$ cat config.mk
export PLATFORM = sky130hd
export DESIGN_NAME = wdt_keyed
export DESIGN_NICKNAME = d
export VERILOG_FILES = /design/src/rtl/wdt_pkg.sv /design/src/rtl/wdt_datapath.sv /design/src/rtl/wdt_control.sv /design/src/rtl/wdt_keyed.sv
export SDC_FILE = /design/constraint.sdc
export NUM_CORES = 1
export LEC_CHECK = 0
export ABC_AREA = 1
export BUFFER_PORTS_ARGS = -buffer_cell sky130_fd_sc_hd__clkbuf_2
export CORE_AREA = 3 3 104 130
export DETAILED_ROUTE_END_ITERATION = 10
export DIE_AREA = 0 0 107 133
export GPL_ROUTABILITY_DRIVEN = 0
export MAX_ROUTING_LAYER = met4
export REMOVE_ABC_BUFFERS = 1
export SLEW_MARGIN = 40
export SYNTH_ARGS = -nofsm -noshare
export SYNTH_HDL_FRONTEND = slang
export SYNTH_HIERARCHICAL = 1
export SYNTH_SLANG_ARGS = --single-unit
$ cat constraint.sdc
create_clock -name clk -period 13.9 [get_ports clk]
set_input_delay 0.695 -clock clk [delete_from_list [all_inputs] [get_ports clk]]
set_output_delay 0.695 -clock clk [all_outputs]
set_load 0.02 [all_outputs]
$ cat src/rtl/wdt_pkg.sv
package wdt_pkg;

  typedef struct packed {
    logic cntClr;
    logic cntRun;
  } wdtStrobe_t;

  // extra doublings over the base stage for each rate code
  function automatic int rateShift(input logic [2:0] rate);
    case (rate)
      3'd1:    return 0;
      3'd2:    return 2;
      3'd3:    return 4;
      3'd4:    return 6;
      3'd5:    return 8;
      3'd6:    return 9;
      default: return 10;
    endcase
  endfunction

endpackage

$ cat src/rtl/wdt_datapath.sv
module wdt_datapath
  import wdt_pkg::*;
#(
  parameter int BASE_LOG2 = 14,
  parameter int CNT_W     = BASE_LOG2 + 10
) (
  input  logic             clk,
  input  logic             rstN,
  input  wdtStrobe_t       strobe,
  input  logic [2:0]       rate,
  output logic [CNT_W-1:0] count,
  output logic             atEnd,
  output logic             inWindow
);

  localparam int PER_W = CNT_W + 1;

  logic [PER_W-1:0] period;
  logic [PER_W-1:0] lastVal;
  logic [PER_W-1:0] winStart;
  logic [PER_W-1:0] countExt;

  always_comb begin
    period   = PER_W'(1) << (BASE_LOG2 + rateShift(rate));
    lastVal  = period - PER_W'(1);
    winStart = period - (period >> 2);
    countExt = {1'b0, count};
    atEnd    = (countExt == lastVal);
    inWindow = (countExt >= winStart);
  end

  always_ff @(posedge clk or negedge rstN) begin
    if (!rstN)              count <= '0;
    else if (strobe.cntClr) count <= '0;
    else if (strobe.cntRun) count <= count + CNT_W'(1);
  end

endmodule

$ cat src/rtl/wdt_control.sv
module wdt_control
  import wdt_pkg::*;
(
  input  logic       clk,
  input  logic       rstN,
  input  logic       clkGate,
  input  logic       wrEn,
  input  logic       wrSel,
  input  logic [7:0] wrData,
  input  logic       atEnd,
  input  logic       inWindow,
  output wdtStrobe_t strobe,
  output logic [2:0] rate,
  output logic       winEn,
  output logic       resetReq
);

  localparam logic [7:0] KEY_FIRST  = 8'h55;
  localparam logic [7:0] KEY_SECOND = 8'hAA;

  logic seqArmed;
  logic active, ctrlWr, armWr, isFirst, isSecond;
  logic badVal, early, keyDone, timeout, reqSet;

  always_comb begin
    active   = (rate != 3'd0);
    ctrlWr   = wrEn && !wrSel;
    armWr    = wrEn && wrSel && active;
    isFirst  = (wrData == KEY_FIRST);
    isSecond = (wrData == KEY_SECOND);
    badVal   = armWr && !isFirst && !isSecond;
    early    = armWr && winEn && !inWindow;
    keyDone  = armWr && isSecond && seqArmed && !early;
    timeout  = active && !clkGate && atEnd && !keyDone && !ctrlWr;
    reqSet   = badVal || early || timeout;
    strobe.cntClr = resetReq || ctrlWr || keyDone;
    strobe.cntRun = active && !clkGate;
  end

  always_ff @(posedge clk or negedge rstN) begin
    if (!rstN) begin
      rate     <= 3'd0;
      winEn    <= 1'b0;
      seqArmed <= 1'b0;
      resetReq <= 1'b0;
    end else begin
      resetReq <= reqSet && !resetReq;
      if (ctrlWr) begin
        rate  <= wrData[2:0];
        winEn <= wrData[3];
      end
      if (resetReq || ctrlWr)               seqArmed <= 1'b0;
      else if (armWr && !early && isFirst)  seqArmed <= 1'b1;
      else if (keyDone)                     seqArmed <= 1'b0;
    end
  end

endmodule

$ cat src/rtl/wdt_keyed.sv
module wdt_keyed
  import wdt_pkg::*;
#(
  parameter int BASE_LOG2 = 14
) (
  input  logic       clk,
  input  logic       rstN,
  input  logic       clkGate,
  input  logic       wrEn,
  input  logic       wrSel,
  input  logic [7:0] wrData,
  output logic       resetReq
);

  localparam int CNT_W = BASE_LOG2 + 10;

  wdtStrobe_t       strobe;
  logic [2:0]       rate;
  logic             winEn;
  logic [CNT_W-1:0] count;
  logic             atEnd;
  logic             inWindow;

  wdt_control u_ctrl (
    .clk(clk), .rstN(rstN), .clkGate(clkGate), .wrEn(wrEn), .wrSel(wrSel),
    .wrData(wrData), .atEnd(atEnd), .inWindow(inWindow), .strobe(strobe),
    .rate(rate), .winEn(winEn), .resetReq(resetReq)
  );

  wdt_datapath #(.BASE_LOG2(BASE_LOG2), .CNT_W(CNT_W)) u_dp (
    .clk(clk), .rstN(rstN), .strobe(strobe), .rate(rate),
    .count(count), .atEnd(atEnd), .inWindow(inWindow)
  );

endmodule

---- Yosys cells after proc, flatten, opt, wreduce, memory -nomap -nowiden ----
Cells that the tools add are included.
word-level totals
  logic and storage cells ................. 59
  register bits ........................... 30
cells by class
  order comparisons ....................... 1
  shifts and indexed selects .............. 1
  reductions and logical operators ........ 33
  multiplexer cells ....................... 6
  eq/ne operators ......................... 9
  add/subtract/negate cells ............... 4
operator list
  cell                                                                   number
  24-bit two-way mux                                                     2
  1-bit by 32-bit left shift with 25-bit output (first input constant)   1
  24-bit by 25-bit == test with 1-bit output                             1
  24-bit by 25-bit greater-or-equal comparator with 1-bit output         1
  25-bit by 1-bit subtractor with 25-bit output (second input constant)  1
  25-bit by 23-bit subtractor with 25-bit output                         1
  24-bit by 1-bit adder with 24-bit output (second input constant)       1
  4-bit case mux with 6 select lines                                     1
  1-bit logical AND                                                      17
  3-bit == test (second input constant)                                  3
  1-bit logical NOT                                                      9
  8-bit by 7-bit == test with 1-bit output (second input constant)       1
  8-bit == test (second input constant)                                  1
  3-bit by 2-bit == test with 1-bit output (second input constant)       2
  3-bit nonzero test                                                     2
  4-bit by 4-bit adder with 5-bit output (first input constant)          1
  1-bit logical OR                                                       4
  3-bit by 1-bit == test with 1-bit output (second input constant)       1
  1-bit two-way mux                                                      3
  2-bit nonzero test                                                     1

---- Depth between registers and ports, before layout ----
Gate-level depths: netlist (run 1).
  word-level depth ........................ 15
  depth in mapped cells ................... 44
  mapped depth without buffers ............ 44

---- Modules after synthesis ----
Netlist (run 1), hierarchy kept.
modules (own cells, without submodules)
  module        times used  sequential area each (µm²)  cells each  area an instance (µm²)
  wdt_datapath  1           600.6                       513         3,223.1
  wdt_control   1           150.1                       74          462.9

---- Worst setup path before layout (run 1) ----
No wires, ideal clock.
  kind .................................... register to register
  from .................................... reg u_ctrl.rate[0]
  to ...................................... reg u_dp.count[8]
  period minus slack after synthesis ...... 5.047 ns
  path slack .............................. 8.853 ns
  stages on the path, launching flop included .. 35
  data arrival time ....................... 4.917 ns
  data required time ...................... 13.769 ns
  cells stage by stage .................... dfrtp_1 nand2_1 nand2_1 o21ai_1 ha_1 inv_1 xor2_4 nand2_1 nor2_1 inv_1 ha_1 nand4_1 nor2_1 nand3_1 nand3_1 a21oi_1 xor2_1 ha_1 nand4_1 nor2_1 and3_1 a31o_2 inv_1 a21oi_1 nor2_2 nor2_4 nand3_2 nand2_1 nor2_1 nor2_1 nand2_1 nor2_1 nand2_1 o21ai_0 a21oi_1
RTL lines
  what                      RTL line            source
  start: declaration        wdt_control.sv:13   output logic [2:0] rate,
  start signal: assignment  wdt_control.sv:49   rate <= wrData[2:0];
  end signal: assignment    wdt_datapath.sv:35  else if (strobe.cntRun) count <= count + CNT_W'(1);
  end: declaration          wdt_datapath.sv:11  output logic [CNT_W-1:0] count,

==> results of run 1 <==
## cells by family (layout without fill, tap and decap cells)
group	Yosys count	count (layout)	synth area share [%]
XOR/XNOR	15	15	4.07
adder cells (fa/ha/maj)	39	39	13.2
buffers and inverters	102	120	10.6
other	2	26	0.204
flip-flops	30	30	20.4
AO/OA/AOI/OAI	103	103	15.8
AND/OR/NAND/NOR	296	296	35.7
## Yosys cell counts
cell and number:
nand2_1 146, inv_1 90, nor2_1 68, a21oi_1 46, ha_1 39, o21ai_0 31, dfrtp_1 30, nand3_1 25
nor3_1 13, nand4_1 12, nand2_2 8, xor2_1 8, inv_2 7, nor2_2 7, o21bai_1 6, xnor2_1 6
a31oi_1 5, nand3_2 5, nor4_1 4, a21o_1 3, o21a_1 3, o21ai_1 3, and3_1 2, clkinv_1 2
conb_1 2, nor3_2 2, a21boi_2 1, a21oi_2 1, a221oi_2 1, a31o_2 1, buf_6 1, clkbuf_1 1
clkbuf_2 1, nand2_4 1, nor2_4 1, nor3_4 1, nor3b_1 1, o211ai_1 1, o221ai_1 1, xor2_4 1
## flip-flops by register name, indices dropped and copies added (netlist names)
| name | cells |
|---|---|
| u_ctrl/resetReq | 1 |
| u_dp/count | 24 |
| u_ctrl/winEn | 1 |
| u_ctrl/rate | 3 |
| u_ctrl/seqArmed | 1 |
## routing by layer
metal,share of wire [%],up-vias,track usage (%),wire [um]
met5,0,-,-,0
li1,-,1970,-,-
met3,2.4,19,1.32,222
met2,49,56,24.2,4580
met1,47,1645,17.3,4340
met4,2.0,0,3.91,186
## stage by stage
step	instance area, um^2	instances	setup slack (ns)	util [%]
after floorplan	3760	608	8.85	-
after global placement	4030	785	7.94	32.7
after detailed placement	4030	785	7.91	32.7
after CTS	4190	793	7.86	34.0
after global routing	4190	793	7.10	34.0
final	4190	793	7.92	34.0
## worst paths after layout
kind                                 startpoint               to  slack [ns]
worst max-delay path             u_ctrl/rate[0]   u_dp/count[20]        7.92
worst min-delay path            u_ctrl/resetReq  u_ctrl/resetReq        0.46
worst max register to register   u_ctrl/rate[0]   u_dp/count[20]        7.92
worst min register to register  u_ctrl/resetReq  u_ctrl/resetReq        0.46
max in group asynchronous                  rstN   u_dp/count[14]       12.98
min in group asynchronous                  rstN    u_dp/count[0]        0.47
## worst register-to-register path, delay by kind of cell (launching register included)
family	cells	cell delay [ns]
adder cells (fa/ha/maj)	3	0.93
AO/OA/AOI/OAI	6	0.85
AND/OR/NAND/NOR	19	2.81
XOR/XNOR	2	0.41
flip-flops	1	0.45
buffers and inverters	4	0.43
## power by group
group | switching [mW] | leakage [nW] | internal, mW
clock network | 0.0363 | 0.0781 | 0.0845
logic | 0.130 | 1.72 | 0.0736
registers | 0.00439 | 0.410 | 0.0908
total | 0.171 | 2.21 | 0.249
## area by class of cell
cell class	count	area (um^2)
flip-flops and latches	30	751
clock buffers	7	133
well taps	164	205
inverters	99	372
multi-input cells	479	2630
fillers	1325	8140
repair buffers	13	65.1
clock inverters	1	30.0
==> summary.txt, run 1 <==
Status
  – Status: finished, final reports clean

Worst setup path
  – Buf/Inv on CP: 4
  – CP delay by family, top: simple AND/OR/NAND/NOR gates
  – Crit path DAT: 6.13 ns
  – WP depth: 34
  – Startpoint Class: register
  – Worst setup path class: register to register
  – Crit path required time: 14.04 ns
  – Critical-path top delay cell: dfrtp_1
  – Most used cell, CP: nor2_1
  – Critical path's largest stage delay: 0.45 ns
  – CP endpoint kind: register
  – Cells on worst reg2reg path: 34
  – Critical Path Fanout Max: 7

Pwr
  – Cell Pwr Density: 100 mW/mm^2
  – LEAKAGE: 2.21 nW
  – Worst-case vdd ir drop: 0.0740 mV
  – Total power: 0.420 mW

Cells and area
  – Most frequent cells in the layout: nand2_1 (146), inv_1 (90), nor2_1 (68)
  – Diodes inserted: 0
  – Most common cell after layout, fill and taps aside: nand2_1
  – Share of cells above drive strength 1: 8.90%
  – Number of nets in the layout: 680
  – Area Growth Syn to Fin: 13.6%

Placed design
  – DP Wirelength: 7.71 mm
  – IO Port Bufs: 13

Clock network
  – CTS tree: done
  – Setup Buffers After CTS: 0
  – # resized after CTS: 0
  – H-tree lvl count: 2
  – Clock-pin slew on the worst setup and hold paths: 0.05 ns
  – Worst-skew pair later-pin latency: 0.27 ns
  – Sinks on Clock Net: 30
  – Root Driver: clkbuf_16
  – Clock tree buffer depth: 2
  – Cts bufs inserted: 5
  – Post-CTS Hold Buffers: 0

Run
  – Max-cap violations: 0

Min path
  – Hold path depth: 1
  – Hold Crit Class: register to register

Route
  – Via count: 3690
  – Vias/cell: 4.65
  – Drt total wl: 9.32 mm
  – Starting DRT DRC Count: 132
  – ANT nets after route: 0
  – Drc violations: 0
  – Mean routed wirelength per cell: 11.8 um
  – DR pass1 iterations: 4

Timing
  – Final setup vio count: 0
  – Final Max Slew Viols: 0
  – Fin Setup TNS: 0 ns
  – Slew HR: 53.7%
  – Clock Skew: 0.00746 ns
  – Min cycle time layout: 5.98 ns
  – Tcrit/Tclk final: 43.1%
  – Smallest hold slack: 0.464 ns
  – Worst-Margin Slew: 0.694 ns
  – Max Freq: 167 MHz
  – Final-report hold violation count: 0
  – RSZ-0062 raised after global routing: no

Global routing
  – Vias in the first global route: 3588
  – Largest net degree at the start of global routing: 31
  – Global-route usage over all layers: 14.0%
  – Grt ovf: 0
  – First-pass GRT wire length: 16.1 mm
  – Antenna violations before repair: 0

Yosys
  – Syn Inst Count: 587
  – Yosys warns: 6
  – Yosys cell types: 40
  – Synth top area cells: dfrtp_1 (20%), nand2_1 (15%), ha_1 (13%)
  – Area share of the largest cell type after synthesis: 20.4%
  – Netlist Area Pre-Place: 0.00369 mm^2
  – Sequential area share after synthesis: 20.4%
  – Post-synth top area cell: dfrtp_1
  – Register bit count reported by yosys: 30
  – Avg Inst Size Synth: 6.28 um^2

Floorplan
  – Die area: 0.0142 mm^2
  – Die span in y: 133 um
  – Num rows: 45
  – IO Count: 14
  – Die W: 107 um
  – Total core area: 0.0123 mm^2
  – Initial Utilization: 29.9%
(Power assumes the default switching activity.)
==> run 2: changes to the inputs <==
- clock period: 13.9 -> 5.59 ns (I/O delays scaled with it)
==> run 2 against run 1 <==
Net effect:
- wire length up 0.23%
- global-route usage rose by 0.27 points
- register-to-register slack worse by 7.4 ns
- sequential share of layout area shrank 0.62 points
- maximum frequency grew 17%
- clock skew fell by 0.0014 ns
- critical endpoint is now u_dp/count[8]
- largest cell class unchanged
- highest routed layer unchanged
==> summary.txt, run 2 (synthesis gave the netlist of run 1 again) <==
Status
  – Status: finished, final reports clean

Route
  – Drt total wl: 9.34 mm
  – Mean routed wirelength per cell: 11.6 um
  – Via count: 3691
  – DR pass1 iterations: 4
  – ANT nets after route: 0
  – Vias/cell: 4.60
  – Starting DRT DRC Count: 158
  – Drc violations: 0

Cells and area
  – Number of fill cells: 1330
  – Final core utilization: 35.3%
  – Post-Layout Cell Count: 803
  – Max reg flops: 24
  – Fin area: 0.00435 mm^2
  – Share of cells above drive strength 1: 14.1%
  – Biggest regs: u_dp/count: 24 flops, u_ctrl/rate: 3 flops
  – Most common cell after layout, fill and taps aside: nand2_1
  – Register with the most flip-flops: u_dp/count
  – Number of nets in the layout: 690
  – Area Growth Syn to Fin: 18.1%
  – Diodes inserted: 0
  – Most frequent cells in the layout: nand2_1 (145), inv_1 (88), nor2_1 (57)

Pwr
  – Total power: 1.06 mW
  – Worst-case vdd ir drop: 0.153 mV
  – Cell Pwr Density: 244 mW/mm^2
  – LEAKAGE: 2.26 nW

Worst setup path
  – Crit path DAT: 5.28 ns
  – Startpoint Class: register
  – Crit Reg-Reg Startpoint: u_ctrl/rate[1]
  – Reg2reg setup slack: 0.47 ns
  – Critical Path Fanout Max: 5
  – Critical path's largest stage delay: 0.43 ns
  – Crit path required time: 5.74 ns
  – Setup crit start: u_ctrl/rate[1]
  – CP endpoint kind: register
  – Cells on worst reg2reg path: 35
  – Worst setup path class: register to register
  – Critical-path top delay cell: dfrtp_1
  – Reg2reg end: u_dp/count[8]
  – Most used cell, CP: nand2_1
  – CP endpoint: u_dp/count[8]

Floorplan
  – Initial Utilization: 29.9%
  – Die W: 107 um
  – Num rows: 45
  – IO Count: 14
  – Die span in y: 133 um
  – Die area: 0.0142 mm^2
  – Total core area: 0.0123 mm^2

Timing
  – Final-report hold violation count: 0
  – Smallest hold slack: 0.0362 ns
  – RSZ-0062 raised after global routing: yes
  – Final setup vio count: 0
  – Clock Skew: 0.00609 ns
  – Min cycle time layout: 5.12 ns
  – Fin worst setup slack: 0.469 ns
  – Tcrit/Tclk final: 91.6%
  – Max Freq: 195 MHz
  – Fin Setup TNS: 0 ns
  – Slew HR: 54.9%
  – Worst-Margin Slew: 0.677 ns
  – Final Max Slew Viols: 0

Placed design
  – IO Port Bufs: 13
  – DP Wirelength: 7.75 mm
  – Cell Area, Placed: 0.00410 mm^2
  – Post-placement cell count: 795
  – Pre-CTS setup slack: -0.0664 ns

Global routing
  – Antenna violations before repair: 0
  – Vias in the first global route: 3635
  – First-pass GRT wire length: 16.4 mm
  – Grt ovf: 0
  – Largest net degree at the start of global routing: 31
  – Global-route usage over all layers: 14.3%

Clock network
  – Post-CTS Hold Buffers: 0
  – Root Driver: clkbuf_16
  – Sinks on Clock Net: 30
  – Worst-skew pair later-pin latency: 0.28 ns
  – Cts bufs inserted: 5
  – H-tree lvl count: 2
  – Clock tree buffer depth: 2
  – CTS tree: done
  – Clock-pin slew on the worst setup and hold paths: 0.05 ns
  – Setup Buffers After CTS: 0

Run
  – Max-cap violations: 0

Min path
  – Hold Crit Class: primary input to asynchronous set/reset pin
## run 2: cell types whose count changed in the layout (fill, tap and decap cells not counted), sizes merged
cell,before,now
clkinv,2,3
bufinv,1,0
buf,1,11
## run 2: repair_timing
item                                    4_1_cts  5_1_grt
endpoints found under the setup margin        8       24
pin swaps                                     0        2
resized for setup                             2       32
## run 2: cell type report
type / count / area [um^2] / area share, %
sequential: 30 / 753 / 17.3
multi-input combinational: 479 / 2730 / 62.8
tap: 164 / 205 / 4.71
clock inverter: 1 / 5.00 / 0.115
inverter: 99 / 374 / 8.59
timing repair buffer: 23 / 140 / 3.22
clock buffer: 7 / 143 / 3.28
## run 2: power breakdown
part	internal (mW)	switching, mW	total [mW]
Combinational	0.210	0.344	0.554
Sequential	0.226	0.0116	0.238
Clock	0.176	0.0931	0.269
## run 2: worst min-delay path by stage
stage	to	slack, ns	cells past startpoint
final	u_ctrl/resetReq	0.04	1
after global routing	u_dp/count[2]	0.1	1
after CTS	u_dp/count[3]	0.10	1
after detailed placement	u_dp/count[2]	0.40	1
after global placement	u_dp/count[3]	0.39	1
after floorplan	u_ctrl/rate[0]	-0.02	0
## run 2: per-layer routing
| metal | global-route usage, % | up-vias | share of wire (%) |
|---|---|---|---|
| li1 | - | 1992 | - |
| met1 | 16.9 | 1650 | 45 |
| met2 | 25.4 | 42 | 52 |
| met3 | 1.71 | 7 | 2.3 |
| met4 | 3.70 | 0 | 1.2 |
| met5 | - | - | 0 |
## run 2: critical path, delay by kind of cell (launching register included)
family	cells	cell delay, ns
and+or+nand+nor	22	2.42
adders and majority gates	3	0.96
AOI/OAI and AO/OA	5	0.71
DFF	1	0.43
buffers and inverters	4	0.32
xor gates and xnor gates	1	0.15
==> run 3: changes to the inputs <==
- CELL_PAD_IN_SITES_DETAIL_PLACEMENT: unset -> 1
- CELL_PAD_IN_SITES_GLOBAL_PLACEMENT: unset -> 1
- PLACE_DENSITY_LB_ADDON: unset -> 0.1
==> run 3 against run 2 <==
Net effect:
- core utilization grew 1.5 points
- clock power decreased by 2%
- global-route usage rose by 4.0 points
- clock skew is 0.0019 ns lower
- highest routed layer unchanged
- sequential share of layout area fell by 0.69 points
- largest power group unchanged
- total power up 6.9%
- cell area increased by 4.1%
==> summary.txt, run 3 (synthesis gave the netlist of run 1 again) <==
Cells and area
  – Max reg flops: 24
  – Diodes inserted: 0
  – Share of cells above drive strength 1: 18.3%
  – Most common cell after layout, fill and taps aside: nand2_1
  – Most frequent cells in the layout: nand2_1 (141), inv_1 (87), nor2_1 (57)
  – Final core utilization: 36.8%
  – Register with the most flip-flops: u_dp/count
  – Post-Layout Cell Count: 819
  – Number of nets in the layout: 708
  – Fin area: 0.00453 mm^2
  – Biggest regs: u_dp/count: 24 flops, u_ctrl/rate: 3 flops
  – Area Growth Syn to Fin: 23.0%

Worst setup path
  – Critical-path top delay cell: dfrtp_2
  – Setup crit start: u_ctrl/rate[0]
  – Critical path's largest stage delay: 0.45 ns
  – Cells on worst reg2reg path: 34
  – Critical Path Fanout Max: 7
  – Crit Reg-Reg Startpoint: u_ctrl/rate[0]
  – Worst setup path class: register to register
  – Crit path required time: 5.76 ns
  – Crit path DAT: 5.34 ns
  – CP endpoint kind: register
  – Startpoint Class: register
  – Reg2reg setup slack: 0.42 ns

Clock network
  – Worst-skew pair later-pin latency: 0.28 ns
  – CTS tree: done
  – Cts bufs inserted: 5
  – H-tree lvl count: 2
  – Clock-pin slew on the worst setup and hold paths: 0.05 ns
  – Sinks on Clock Net: 30
  – Root Driver: clkbuf_16
  – Clock tree buffer depth: 2

Pwr
  – LEAKAGE: 2.35 nW
  – Worst-case vdd ir drop: 0.181 mV
  – Total power: 1.13 mW
  – Cell Pwr Density: 250 mW/mm^2

Placed design
  – Post-placement cell count: 806
  – DP Wirelength: 10.3 mm
  – IO Port Bufs: 13
  – Pre-CTS setup slack: -0.485 ns
  – Cell Area, Placed: 0.00419 mm^2

Status
  – Status: finished, final reports clean

Timing
  – Fin Setup TNS: 0 ns
  – Final setup vio count: 0
  – Clock Skew: 0.00416 ns
  – Smallest hold slack: 0.258 ns
  – Final Max Slew Viols: 0
  – Max Freq: 193 MHz
  – Fin worst setup slack: 0.421 ns
  – Final-report hold violation count: 0
  – RSZ-0062 raised after global routing: yes
  – Worst-Margin Slew: 0.547 ns
  – Tcrit/Tclk final: 92.5%
  – Min cycle time layout: 5.17 ns
  – Slew HR: 63.2%

Min path
  – Hold path depth: 3
  – Hold Crit Class: primary input to register
  – Worst Hold Launch: wrData[0]

Floorplan
  – Die area: 0.0142 mm^2
  – Num rows: 45
  – Die W: 107 um
  – Initial Utilization: 29.9%
  – Total core area: 0.0123 mm^2
  – Die span in y: 133 um
  – IO Count: 14

Global routing
  – Global-route usage over all layers: 18.3%
  – Largest net degree at the start of global routing: 31
  – Antenna violations before repair: 0
  – Grt ovf: 0
  – Vias in the first global route: 4157
  – First-pass GRT wire length: 20.1 mm

Route
  – ANT nets after route: 0
  – DR pass1 iterations: 4
  – Drt total wl: 12.3 mm
  – Starting DRT DRC Count: 97
  – Via count: 3968
  – Mean routed wirelength per cell: 15.0 um
  – Vias/cell: 4.84
  – Drc violations: 0

Run
  – Max-cap violations: 0
## run 3: changes by cell type in the layout (fill, tap and decap cells not counted), moves of 2 or more
cell,before,now
a21oi_1,45,40
o21ai_2,1,3
nor2_4,5,7
nand2_1,145,141
o21ai_1,5,3
nor2_2,14,12
buf_4,10,27
a21oi_2,2,7
nand2_2,9,13
## run 3: layout make-up
class                   instances  area [um^2]
fillers                      1638         7800
clock buffers                   6          139
multi-input cells             479         2780
flip-flops and latches         30          753
repair buffers                 41          280
inverters                      99          374
well taps                     164          205
## run 3: worst paths after layout
check | to
max | u_dp/count[18]
min | u_ctrl/rate[0]
max reg2reg | u_dp/count[18]
min reg2reg | u_ctrl/resetReq
max in group asynchronous | u_ctrl/rate[0]
min in group asynchronous | u_dp/count[20]
## run 3: power by group
part	internal, mW	switching (mW)	leakage, nW
clock network	0.171	0.0924	0.0688
logic	0.244	0.389	1.87
registers	0.226	0.0109	0.408
## run 3: repair_timing
action | CTS | global route
endpoints found under the hold margin | 30 | 0
pin swaps | 1 | 5
buffers inserted | 3 | 3
hold buffers | 1 | 0
resized for setup | 11 | 37
setup endpoints to repair | 24 | 24
## run 3: layer usage
metal	vias up	GRT usage (%)	wire length, um
met3	18	1.66	124
met5	-	-	0
met4	0	6.40	310
met1	1905	19.2	5030
li1	2015	-	-
met2	30	35.2	6830
## run 3: worst max-delay path: cells and delay by family, from the launching register on
kind            cells  cell delay [ns]
xor+xnor            1             0.15
flops               1             0.45
compound gates      5             0.88
simple gates       22             2.27
fa+ha+maj           3             1.03
buf+inv             3             0.27
